$ cat src/rtl/uart_brk_pkg.sv
package uart_brk_pkg;
   localparam int EV_N = 3;
   typedef enum int {
      EV_START = 0,
      EV_END   = 1,
      EV_RX    = 2
   } brk_ev_e;
endpackage

$ cat src/rtl/brk_run_tracker.sv
module brk_run_tracker #(
   parameter int LEN_W    = 16,
   parameter int RZ_CHARS = 2
) (
   input  logic             clk,
   input  logic             rst_n,
   input  logic             chr_vld,
   input  logic             chr_zero,
   input  logic             rx_busy,
   input  logic             sync_mode,
   input  logic             rz_restart,
   output logic             start_c,
   output logic             end_c,
   output logic             close_c,
   output logic             start_p,
   output logic             end_p,
   output logic             close_p,
   output logic [LEN_W-1:0] len_q
);
   localparam logic [LEN_W-1:0] LEN_MAX = '1;
   localparam logic [LEN_W-1:0] NEED_RZ = LEN_W'(RZ_CHARS);
   localparam logic [LEN_W-1:0] NEED_1  = LEN_W'(1);

   logic [LEN_W-1:0] zrun_q;
   logic [LEN_W-1:0] zrun_inc;
   logic [LEN_W-1:0] need;
   logic             in_brk_q;
   logic             rz_mode;

   always_comb begin
      rz_mode  = sync_mode && rz_restart;
      zrun_inc = (zrun_q == LEN_MAX) ? zrun_q : zrun_q + NEED_1;
      need     = rz_mode ? NEED_RZ : NEED_1;
      start_c  = chr_vld && chr_zero && !in_brk_q && (zrun_inc >= need);
      end_c    = chr_vld && !chr_zero && in_brk_q;
      close_c  = start_c && rx_busy;
   end

   always_ff @(posedge clk) begin
      if (!rst_n) begin
         zrun_q   <= '0;
         in_brk_q <= 1'b0;
         len_q    <= '0;
         start_p  <= 1'b0;
         end_p    <= 1'b0;
         close_p  <= 1'b0;
      end else begin
         start_p <= start_c;
         end_p   <= end_c;
         close_p <= close_c;
         if (chr_vld) begin
            zrun_q <= chr_zero ? zrun_inc : '0;
         end
         if (start_c) begin
            in_brk_q <= 1'b1;
         end else if (end_c) begin
            in_brk_q <= 1'b0;
         end
         if (end_c) begin
            len_q <= zrun_q;
         end
      end
   end

   AST_RZ_FIRST_ZERO_QUIET: assert property (@(posedge clk) disable iff (!rst_n)
      (chr_vld && chr_zero && rz_mode && zrun_q == '0 && !in_brk_q) |=> !start_p);
   AST_LEN_AT_END: assert property (@(posedge clk) disable iff (!rst_n)
      end_c |=> (len_q != '0));
   AST_NO_START_IN_BREAK: assert property (@(posedge clk) disable iff (!rst_n)
      start_p |-> !$past(in_brk_q));
endmodule

$ cat src/rtl/brk_err_counter.sv
module brk_err_counter #(
   parameter int W        = 16,
   parameter bit SATURATE = 1'b1
) (
   input  logic         clk,
   input  logic         rst_n,
   input  logic         inc,
   output logic [W-1:0] cnt
);
   localparam logic [W-1:0] ONE = W'(1);
   logic [W-1:0] nxt;

   generate
      if (SATURATE) begin : g_sat
         always_comb nxt = (&cnt) ? cnt : cnt + ONE;
      end else begin : g_wrap
         always_comb nxt = cnt + ONE;
      end
   endgenerate

   always_ff @(posedge clk) begin
      if (!rst_n) begin
         cnt <= '0;
      end else if (inc) begin
         cnt <= nxt;
      end
   end

   AST_CNT_IDLE_STABLE: assert property (@(posedge clk) disable iff (!rst_n)
      !inc |=> $stable(cnt));
endmodule

$ cat src/rtl/brk_evt_reg.sv
module brk_evt_reg #(
   parameter int N = 3
) (
   input  logic         clk,
   input  logic         rst_n,
   input  logic [N-1:0] ev,
   input  logic [N-1:0] ie,
   input  logic         wr,
   input  logic [N-1:0] wdata,
   output logic [N-1:0] flags,
   output logic         irq
);
   generate
      for (genvar i = 0; i < N; i++) begin : g_bit
         always_ff @(posedge clk) begin
            if (!rst_n) begin
               flags[i] <= 1'b0;
            end else if (ev[i] && ie[i]) begin
               flags[i] <= 1'b1;
            end else if (wr && wdata[i]) begin
               flags[i] <= 1'b0;
            end
         end

         AST_FLAG_HOLD: assert property (@(posedge clk) disable iff (!rst_n)
            (flags[i] && !(wr && wdata[i])) |=> flags[i]);
         AST_FLAG_MASKED: assert property (@(posedge clk) disable iff (!rst_n)
            (!flags[i] && !ie[i]) |=> !flags[i]);
      end
   endgenerate

   always_comb irq = |flags;
endmodule

$ cat src/rtl/uart_brk_det.sv
module uart_brk_det #(
   parameter int LEN_W    = 16,
   parameter int CNT_W    = 16,
   parameter int RZ_CHARS = 2,
   parameter bit CNT_SAT  = 1'b1
) (
   input  logic             clk,
   input  logic             rst_n,
   input  logic             chr_vld,
   input  logic             chr_zero,
   input  logic             rx_busy,
   input  logic             sync_mode,
   input  logic             rz_restart,
   input  logic             ie_start,
   input  logic             ie_end,
   input  logic             ie_rx,
   input  logic             evt_wr,
   input  logic [2:0]       evt_wdata,
   output logic             brk_start,
   output logic             brk_end,
   output logic             close_req,
   output logic [LEN_W-1:0] brk_len,
   output logic [CNT_W-1:0] brk_cnt,
   output logic [2:0]       evt_flags,
   output logic             irq
);
   import uart_brk_pkg::*;

   generate
      if (LEN_W < 2 || LEN_W > 32) begin : g_bad_len
         $error("LEN_W out of range");
      end
      if (CNT_W < 1 || CNT_W > 32) begin : g_bad_cnt
         $error("CNT_W out of range");
      end
      if (RZ_CHARS < 1 || RZ_CHARS >= (1 << (LEN_W - 1))) begin : g_bad_rz
         $error("RZ_CHARS out of range");
      end
   endgenerate

   logic            start_c, end_c, close_c;
   logic [EV_N-1:0] ev_vec, ie_vec;

   brk_run_tracker #(.LEN_W(LEN_W), .RZ_CHARS(RZ_CHARS)) u_trk (
      .clk(clk), .rst_n(rst_n), .chr_vld(chr_vld), .chr_zero(chr_zero),
      .rx_busy(rx_busy), .sync_mode(sync_mode), .rz_restart(rz_restart),
      .start_c(start_c), .end_c(end_c), .close_c(close_c),
      .start_p(brk_start), .end_p(brk_end), .close_p(close_req),
      .len_q(brk_len)
   );

   brk_err_counter #(.W(CNT_W), .SATURATE(CNT_SAT)) u_cnt (
      .clk(clk), .rst_n(rst_n), .inc(start_c), .cnt(brk_cnt)
   );

   always_comb begin
      ev_vec           = '0;
      ie_vec           = '0;
      ev_vec[EV_START] = start_c;
      ev_vec[EV_END]   = end_c;
      ev_vec[EV_RX]    = close_c;
      ie_vec[EV_START] = ie_start;
      ie_vec[EV_END]   = ie_end;
      ie_vec[EV_RX]    = ie_rx;
   end

   brk_evt_reg #(.N(EV_N)) u_evt (
      .clk(clk), .rst_n(rst_n), .ev(ev_vec), .ie(ie_vec),
      .wr(evt_wr), .wdata(evt_wdata), .flags(evt_flags), .irq(irq)
   );

   AST_PULSE_EXCL: assert property (@(posedge clk) disable iff (!rst_n)
      !(brk_start && brk_end));
   AST_CLOSE_WITH_START: assert property (@(posedge clk) disable iff (!rst_n)
      close_req |-> brk_start);
   AST_CNT_STEP: assert property (@(posedge clk) disable iff (!rst_n)
      brk_start |-> ((brk_cnt == $past(brk_cnt) + CNT_W'(1)) || (&$past(brk_cnt))));
   AST_IDLE_NO_PULSE: assert property (@(posedge clk) disable iff (!rst_n)
      !chr_vld |=> !(brk_start || brk_end || close_req));
   AST_IRQ_FLAGS: assert property (@(posedge clk) disable iff (!rst_n)
      (evt_flags != 3'b000) |-> irq);
endmodule

$ cat config.mk
export PLATFORM = sky130hd
export DESIGN_NAME = uart_brk_det
export DESIGN_NICKNAME = d
export VERILOG_FILES = /design/src/rtl/uart_brk_pkg.sv /design/src/rtl/brk_run_tracker.sv /design/src/rtl/brk_err_counter.sv /design/src/rtl/brk_evt_reg.sv /design/src/rtl/uart_brk_det.sv
export SDC_FILE = /design/constraint.sdc
export NUM_CORES = 1
export LEC_CHECK = 0
export ABC_AREA = 1
export BUFFER_PORTS_ARGS = -buffer_cell sky130_fd_sc_hd__buf_4
export CAP_MARGIN = 0
export CORE_ASPECT_RATIO = 1.2
export CORE_MARGIN = 2
export CORE_UTILIZATION = 50
export DETAILED_ROUTE_END_ITERATION = 6
export PLACE_DENSITY = 0.75
export SYNTH_ARGS = -nofsm -noshare
export SYNTH_HDL_FRONTEND = slang
export SYNTH_HIERARCHICAL = 1
export SYNTH_SLANG_ARGS = --single-unit
$ cat constraint.sdc
create_clock -name clk -period 2.7 [get_ports clk]
set_input_delay 0.135 -clock clk [delete_from_list [all_inputs] [get_ports clk]]
set_output_delay 0.135 -clock clk [all_outputs]
set_load 0.03 [all_outputs]
Word-level counts from Yosys, hierarchy flattened
Cells that the tools add are included.
{"block": "word_totals", "reg_bits": 55, "in_bits": 14}
{"block": "classes", "n_addsub": 2, "magnitude_cmp": 1, "n_eq_ne": 1, "mux": 11, "bitwise": 1, "n_reduce_logical": 22}
{"operator": "$add A16 B1 Y16 const B", "count": 2}
{"operator": "$mux W16", "count": 2}
{"operator": "$eq A16 B16 Y1 const B", "count": 1}
{"operator": "$ge A16 B16 Y1", "count": 1}
{"operator": "$reduce_and A16 Y1", "count": 1}
{"operator": "$logic_and A1 B1 Y1", "count": 13}
{"operator": "$mux W1", "count": 8}
{"operator": "$reduce_bool A2 Y1", "count": 4}
{"operator": "$reduce_or A3 Y1", "count": 1}
{"operator": "$logic_not A1 Y1", "count": 2}
{"operator": "$mux W2", "count": 1}
{"operator": "$reduce_and A2 Y1", "count": 1}
{"operator": "$not A1 Y1", "count": 1}

Depth between registers and ports, before layout
Gate-level depths: netlist of run 1.
{"block": "depth", "ltp_word": 7, "mapped_depth": 24, "ltp_nobuf": 24}

Hierarchy
Netlist of run 1, hierarchy kept.
{"module": "brk_run_tracker", "instances": 1, "cells_each": 272, "area_each_um2": 1871.8, "seq_area_each_um2": 720.7}
{"module": "brk_err_counter", "instances": 1, "cells_each": 148, "area_each_um2": 989.7, "seq_area_each_um2": 320.3}
{"module": "brk_evt_reg", "instances": 1, "cells_each": 19, "area_each_um2": 127.6, "seq_area_each_um2": 60.1}

Worst setup path after synthesis of run 1
OpenSTA, ideal clock, no wires.
{"block": "synth_timing", "path_type": "reg-to-reg", "start": "register u_trk.zrun_q[1]", "end": "register u_cnt.cnt[10]", "setup_ns": 0.116, "t_arrival_ns": 2.715, "setup_slack_ns": -0.131, "path_stages_with_launch": 24, "path_buffers": 0, "period_less_slack_ns": 2.831, "cell_sequence": "dfxtp_1 -> ha_1 -> nand3_4 -> inv_2 -> nand2_2 -> nor2_4 -> xor2_1 -> ha_1 -> inv_1 -> nand2_1 -> a21oi_1 -> nand2_1 -> nor2_1 -> nand2_1 -> nor2_1 -> nand2_2 -> nand2_1 -> inv_1 -> inv_2 -> nor2_2 -> nand2_1 -> nor2_1 -> a21oi_1 -> nor2_1"}
{"block": "synth_between", "elab_chain_cells": 5, "elab_cells_between_ends": 6, "classes_between": "add/sub (1); order compare (1); eq/ne (1); mux (1); reduce/logical (2)"}
{"element": "from (decl)", "line_no": "brk_run_tracker.sv:24", "text": "logic [LEN_W-1:0] zrun_q;"}
{"element": "from (signal assigned)", "line_no": "brk_run_tracker.sv:52", "text": "zrun_q <= chr_zero ? zrun_inc : '0;"}
{"element": "$add A16 B1 Y16 / $eq A16 B16 Y1 (equally long branches)", "line_no": "brk_run_tracker.sv:32", "text": "zrun_inc = (zrun_q == LEN_MAX) ? zrun_q : zrun_q + NEED_1;"}
{"element": "$mux W16 *", "line_no": "brk_run_tracker.sv:32"}
{"element": "$ge A16 B16 Y1 *", "line_no": "brk_run_tracker.sv:34", "text": "start_c = chr_vld && chr_zero && !in_brk_q && (zrun_inc >= need);"}
{"element": "$logic_and A1 B1 Y1 *", "line_no": "brk_run_tracker.sv:34"}
{"element": "net start_c", "line_no": "uart_brk_det.sv:41", "text": "logic start_c, end_c, close_c;"}
{"element": "$reduce_and A2 Y1 (no line) *"}
{"element": "to (signal assigned)", "line_no": "brk_err_counter.sv:25", "text": "cnt <= nxt;"}
{"element": "to (decl)", "line_no": "brk_err_counter.sv:8", "text": "output logic [W-1:0] cnt"}
Mark *: on every way through the listed nets, which the timed path passes. The rest lies on a longest branch.
A chain may end at the register's enable or synchronous reset.

Final worst setup path of run 1
{"block": "layout_timing", "start": "register u_trk.zrun_q[0]", "end": "register u_cnt.cnt[14]"}
The elaborated chain is that of the path after synthesis.

==> results_dict.tcl, run 1 <==
set metrics [dict create \
    dieArea_mm2 0.00662 \
    yosysMostFrequentCell "nand2_1" \
    syn-num-nets 457 \
    synth_adder_area_share 0.0167 \
    synth_compound_area_frac 0.105 \
    antenna_found_initial 0 \
    first_pass_iters 4 \
    post-route-min-period_ns 2.67 \
    startpoint_type "flop" \
    synth_area_per_cell_um2 6.81 \
    r2r_cells 23 \
    htree_levels 2 \
    synth_edf_count 0 \
    cts_tree "done" \
    fp.dieW_um 74.6 \
    crit_type "flop to flop" \
    ir_drop_mv 0.223 \
    power.density_mw_per_mm2 421 \
    coreArea_mm2 0.00571 \
    setup_viol 0 \
    slew_headroom 0.671 \
    rsz0062_at_grt "true" \
    place_congestion 0.973 \
    synthArstFlopShare 0 \
    totalWireLength_um 7590 \
    p_total_mw 1.64 \
    synth_area_mm2 0.00299 \
    avgRoutedWirePerCell_um 12.6 \
    worstSkewPairLatency_ns 0.31 \
    overflow 0 \
    rr_endpoint "u_cnt/cnt[14]$_SDFFE_PN0P_" \
    grt_pass1_wl_um 11900 \
    synth-seq-cells 55 \
    end_kind "flop" \
    start_util 0.524 \
    final_net_count 540 \
    row_count 30 \
    hp-class "input port to flop" \
    yosys.area.top_type "dfxtp_1" \
    drtIter0Drc 99 \
    synth-xor-area-share 0.0234 \
    synthSimpleGateAreaFrac 0.423 \
    ant_nets 0 \
    setup.worst_path.start "u_trk/zrun_q[0]$_SDFFE_PN0P_" \
    netlist_top_cells_count "nand2_1, nor2_1, dfxtp_1" \
    ioPinCount 53 \
    placedCellCount 590 \
    clock_skew_ns 0.00626 \
    hpwl_um 5750 \
    hold_slack_ns 0.0614 \
    io_buffers 52 \
    setup.worst_path.end "u_cnt/cnt[14]$_SDFFE_PN0P_" \
    cp_data_required_time_ns 2.91 \
    cts_root_buffer "clkbuf_8" \
    max_freq_ghz 0.374 \
    viasPerCell 5.11 \
    cts.sinks 55 \
    status "finished, final reports clean" \
    drc_errors 0 \
    maxCapViolations 0 \
    synth_cell_types 31 \
    reg2reg_slack_ns 0.03 \
    critPathArrivalTime_ns 2.89 \
    hold_buffers 0 \
    grt_usage 0.230 \
    syn_to_final_growth_pct 30.6 \
    seq_area_frac_synth 0.368 \
    fin_crit_sh 0.991 \
    tns_ns 0 \
    clock_path_buffers 2 \
    grt_max_degree 35 \
    num_vias 3080 \
    synth_top_family_by_area "simple AND/OR/NAND/NOR gates" \
    drive_gt1_frac 0.293 \
    syn_inst 439 \
    cts_buffers 5 \
    leakagePower_nw 1.78 \
    synth_top_area_frac 0.368 \
    muxShareOfSynthArea 0 \
    r2r_start "u_trk/zrun_q[0]$_SDFFE_PN0P_" \
    netlist_top_cells_area "dfxtp_1, nand2_1, nor2_1" \
    post-route-util 0.684 \
    path_clk_slew_ns 0.10 \
    cp_max_fo 4 \
    die_height_um 88.7 \
    antennaDiodeCount 0 \
    hold_viol_final 0 \
    yosys_warnings 6 \
    worst-slew-pin-transition_ns 0.491 \
    maxSlewViolCount 0 \
    fin_cells 603 \
    ys.flop_type "dfxtp_1" \
    grt_pass1_vias 2812 \
]
## flip-flops by register name, summed over array words and instances (netlist names)
| register | flops |
|---|---|
| u_trk/zrun_q | 16 |
| u_trk/len_q | 16 |
| u_trk/end_p | 1 |
| u_evt/flags | 3 |
| u_trk/in_brk_q | 1 |
| u_cnt/cnt | 16 |
| u_trk/start_p | 1 |
| u_trk/close_p | 1 |
## area by class of cell
type | count | area [um^2]
Inverter | 37 | 146
Tap cell | 80 | 100
Multi-Input combinational cell | 338 | 1780
Clock buffer | 5 | 68.8
Sequential cell | 55 | 1100
Timing Repair Buffer | 85 | 638
Fill cell | 508 | 1800
Clock inverter | 3 | 67.6
## per-stage QoR
stage / area (um^2) / setup WS [ns]
final: 3900 / 0.0255
after global routing: 3900 / -0.285
after CTS: 3790 / 0.00996
after detailed placement: 3650 / -0.0138
after global placement: 3650 / 0.0986
after floorplan: 3000 / 0.000590
## worst max-delay path: stages (launching register included)
cell	delay (ns)
dfxtp_2	0.37
ha_4	0.15
nand3_4	0.11
inv_4	0.09
nand2_4	0.05
nor2_4	0.15
xor2_2	0.17
ha_1	0.24
inv_1	0.05
nand2_1	0.04
a21oi_1	0.14
nand2_1	0.06
nor2_1	0.10
nand2_1	0.08
nor2_2	0.12
nand2_2	0.07
nand2_2	0.09
inv_4	0.05
inv_4	0.06
nor2_4	0.05
nand2_4	0.09
nor2_2	0.04
a21oi_1	0.14
nor2_1	0.05
## power by group
part / switching, mW / internal (mW) / leakage [nW]
clock network: 0.269 / 0.370 / 0.0644
logic: 0.104 / 0.0640 / 1.27
registers: 0.0106 / 0.826 / 0.445
## cell families (layout without fill, tap and decap cells)
group / count (synthesis) / count (layout)
XOR/XNOR: 8 / 8
AO/OA/AOI/OAI: 61 / 61
AND/OR/NAND/NOR: 265 / 265
flip-flops: 55 / 55
buffers and inverters: 46 / 130
adder cells (fa/ha/maj): 4 / 4
## placed cells by master, fill, tap and decap left out, types with 3 or more instances in the layout
cell type  synthesis  final
nor2_2            10     13
nand3_1           25     24
nand3b_1           4      4
xnor2_1            4      4
nor2_4            10     11
ha_1               4      3
o21ai_1            0      3
a21oi_1           35     32
nand4_1            7      7
clkbuf_8           0      5
xor2_1             4      3
o21ai_0           23     20
buf_4              0     85
nand2_1          120    115
a21oi_2            1      4
inv_1             30     29
nor2_1            72     68
dfxtp_1           55     53
nand2_4            1      3
nand2_2            8     11
inv_2              5      3
nand3_2            2      3
inv_4              0      3
## what timing repair did
item,CTS,global route
setup buffers,0,5
resized for setup,1,24
pin swaps,0,23
endpoints found under the setup margin,3,17
## worst min path at each step
stage	startpoint	end	slack, ns	cells past startpoint
finish	rx_busy	u_trk/close_p$_SDFF_PN0_	0.06	3
global route	ie_end	u_evt/flags[1]$_SDFFE_PN0P_	0.08	3
CTS	rx_busy	u_trk/close_p$_SDFF_PN0_	0.06	3
detailed placement	rx_busy	u_trk/close_p$_SDFF_PN0_	0.39	3
global placement	rx_busy	u_trk/close_p$_SDFF_PN0_	0.38	3
floorplan	rx_busy	u_trk/close_p$_SDFF_PN0_	0.27	2
## layer usage
layer / part of all wire / global-route usage / vias up
li1: - / - / 1566
met1: 0.40 / 0.252 / 1412
met2: 0.53 / 0.430 / 81
met3: 0.038 / 0.0353 / 21
met4: 0.024 / 0.102 / 0
met5: 0 / 0 / -
Note: power is estimated with default switching activity, not from simulation.
==> inputs of run 2 (changes only) <==
--- a/config.mk
+++ b/config.mk
@@ -12,7 +12,7 @@
 export CORE_MARGIN = 2
 export CORE_UTILIZATION = 50
 export DETAILED_ROUTE_END_ITERATION = 6
-export PLACE_DENSITY = 0.75
+export PLACE_DENSITY = 0.78
 export SYNTH_ARGS = -nofsm -noshare
 export SYNTH_HDL_FRONTEND = slang
 export SYNTH_HIERARCHICAL = 1
==> run 2 against run 1 <==
Effect of this change:
- core utilization grew 0.20 points
- routed wire length rose by 3.4%
- cell area rose by 0.29%
- critical path depth shrank 1
- maximum frequency down 0.42%
- sequential power is essentially flat
- clock skew is 0.0073 ns higher
- clock power rose by 2%
- sequential share of layout area down 0.081 points
- die area unchanged
- total power is 1.0% higher
- critical endpoint is now u_cnt/cnt[10]$_SDFFE_PN0P_
- non-clock buffer count unchanged
==> results_dict.tcl, run 2 (synthesis results as in run 1) <==
set metrics [dict create \
    grt_usage 0.238 \
    syn_to_final_growth_pct 31.0 \
    fin_crit_sh 0.995 \
    place_congestion 0.956 \
    max_freq_ghz 0.372 \
    power.density_mw_per_mm2 424 \
    avgRoutedWirePerCell_um 13.0 \
    grt_pass1_vias 2811 \
    ir_drop_mv 0.248 \
    num_vias 3094 \
    io_buffers 52 \
    leakagePower_nw 1.78 \
    post-route-util 0.686 \
    layout_commonest_cell "nand2_1" \
    worstSkewPairLatency_ns 0.32 \
    cts_tree "done" \
    p_total_mw 1.66 \
    start_util 0.524 \
    viasPerCell 5.13 \
    grt_pass1_wl_um 12200 \
    drive_gt1_frac 0.289 \
    post-route-min-period_ns 2.69 \
    critPathArrivalTime_ns 2.91 \
    hpwl_um 5760 \
    cp_data_required_time_ns 2.93 \
    maxSlewViolCount 0 \
    end_kind "flop" \
    die_height_um 88.7 \
    r2r_start "u_trk/zrun_q[6]$_SDFFE_PN0P_" \
    fp.dieW_um 74.6 \
    grt_max_degree 35 \
    ioPinCount 53 \
    fin_cells 603 \
    setup_viol 0 \
    antenna_found_initial 0 \
    maxCapViolations 0 \
    setup.worst_path.start "u_trk/zrun_q[6]$_SDFFE_PN0P_" \
    totalWireLength_um 7850 \
    clock_skew_ns 0.0136 \
    drtIter0Drc 182 \
    min_from "rx_busy" \
    clock_path_buffers 2 \
    worst-slew-pin-transition_ns 0.502 \
    startpoint_type "flop" \
    placedCellCount 589 \
    cts_root_buffer "clkbuf_8" \
    overflow 0 \
    ant_nets 0 \
    setup_slack_ns 0.0142 \
    row_count 30 \
    hold_viol_final 0 \
    first_pass_iters 5 \
    coreArea_mm2 0.00571 \
    antennaDiodeCount 0 \
    path_clk_slew_ns 0.11 \
    final_cell_mix "nand2_1, buf_4, nor2_1, dfxtp_1, a21oi_1" \
    hp-class "input port to flop" \
    cp_max_fo 4 \
    dieArea_mm2 0.00662 \
    top_regs "u_cnt/cnt x16, u_trk/len_q x16, u_trk/zrun_q x16" \
    cts_buffers 5 \
    rsz0062_at_grt "true" \
    final_net_count 540 \
    cts.sinks 55 \
    htree_levels 2 \
    status "finished, final reports clean" \
    pre_cts_ws_ns -0.0443 \
    slew_headroom 0.663 \
    crit_type "flop to flop" \
    drc_errors 0 \
]
-- run 2: through the flow --
step	setup TNS [ns]	instance area, um^2	hold slack (ns)
2_1_floorplan	0	3000	0.269
3_3_place_gp	0	3640	0.368
3_5_place_dp	-0.103	3640	0.383
4_1_cts	0	3800	0.0501
5_1_grt	-2.08	3920	0.0695
6_report	0	3920	0.0536
-- run 2: worst max-delay path, cell delays in order (launching register included) --
cell	delay [ns]
dfxtp_1	0.36
nand2_1	0.16
nor2_4	0.16
nand2_4	0.07
nor2_4	0.16
xor2_2	0.18
ha_1	0.26
inv_1	0.06
nand2_1	0.04
a21oi_1	0.14
nand2_1	0.06
nor2_1	0.08
nand2_1	0.06
nor2_1	0.13
nand2_2	0.08
nand2_2	0.09
inv_4	0.05
inv_4	0.07
nor2_4	0.04
nand2_4	0.10
nor2_2	0.04
a21oi_1	0.13
nor2_1	0.06
-- run 2: worst paths after layout --
kind                                       to  slack, ns  cells after the start
setup / recovery   u_cnt/cnt[10]$_SDFFE_PN0P_       0.01                     22
hold / removal       u_trk/close_p$_SDFF_PN0_       0.05                      3
setup reg to reg   u_cnt/cnt[10]$_SDFFE_PN0P_       0.01                     22
hold reg to reg   u_evt/flags[2]$_SDFFE_PN0P_       0.48                      2
-- run 2: area by class of cell --
type / count / area, um^2
well taps: 80 / 100
multi-input cells: 338 / 1790
clock inverters: 3 / 67.6
flip-flops and latches: 55 / 1100
inverters: 37 / 146
clock buffers: 5 / 68.8
repair buffers: 85 / 642
fillers: 500 / 1790
-- run 2: power breakdown --
group          leakage (nW)  internal, mW  switching [mW]  total [mW]
registers             0.445         0.826          0.0107       0.837
logic                  1.28        0.0654           0.106       0.172
clock network        0.0644         0.370           0.281       0.651
total                  1.78          1.26           0.398        1.66
-- run 2: metal layers --
| layer | global-route usage | wire (um) |
|---|---|---|
| met1 | 0.274 | 3210 |
| met2 | 0.440 | 4050 |
| met3 | 0.0296 | 416 |
| met4 | 0.0925 | 164 |
| met5 | 0 | 0 |
-- run 2: timing repair --
item / in CTS / in global routing
hold buffers: 0 / 0
setup buffers: 1 / 5
endpoints found under the setup margin: 6 / 17
gates resized for setup: 2 / 24
pin swaps: 1 / 20
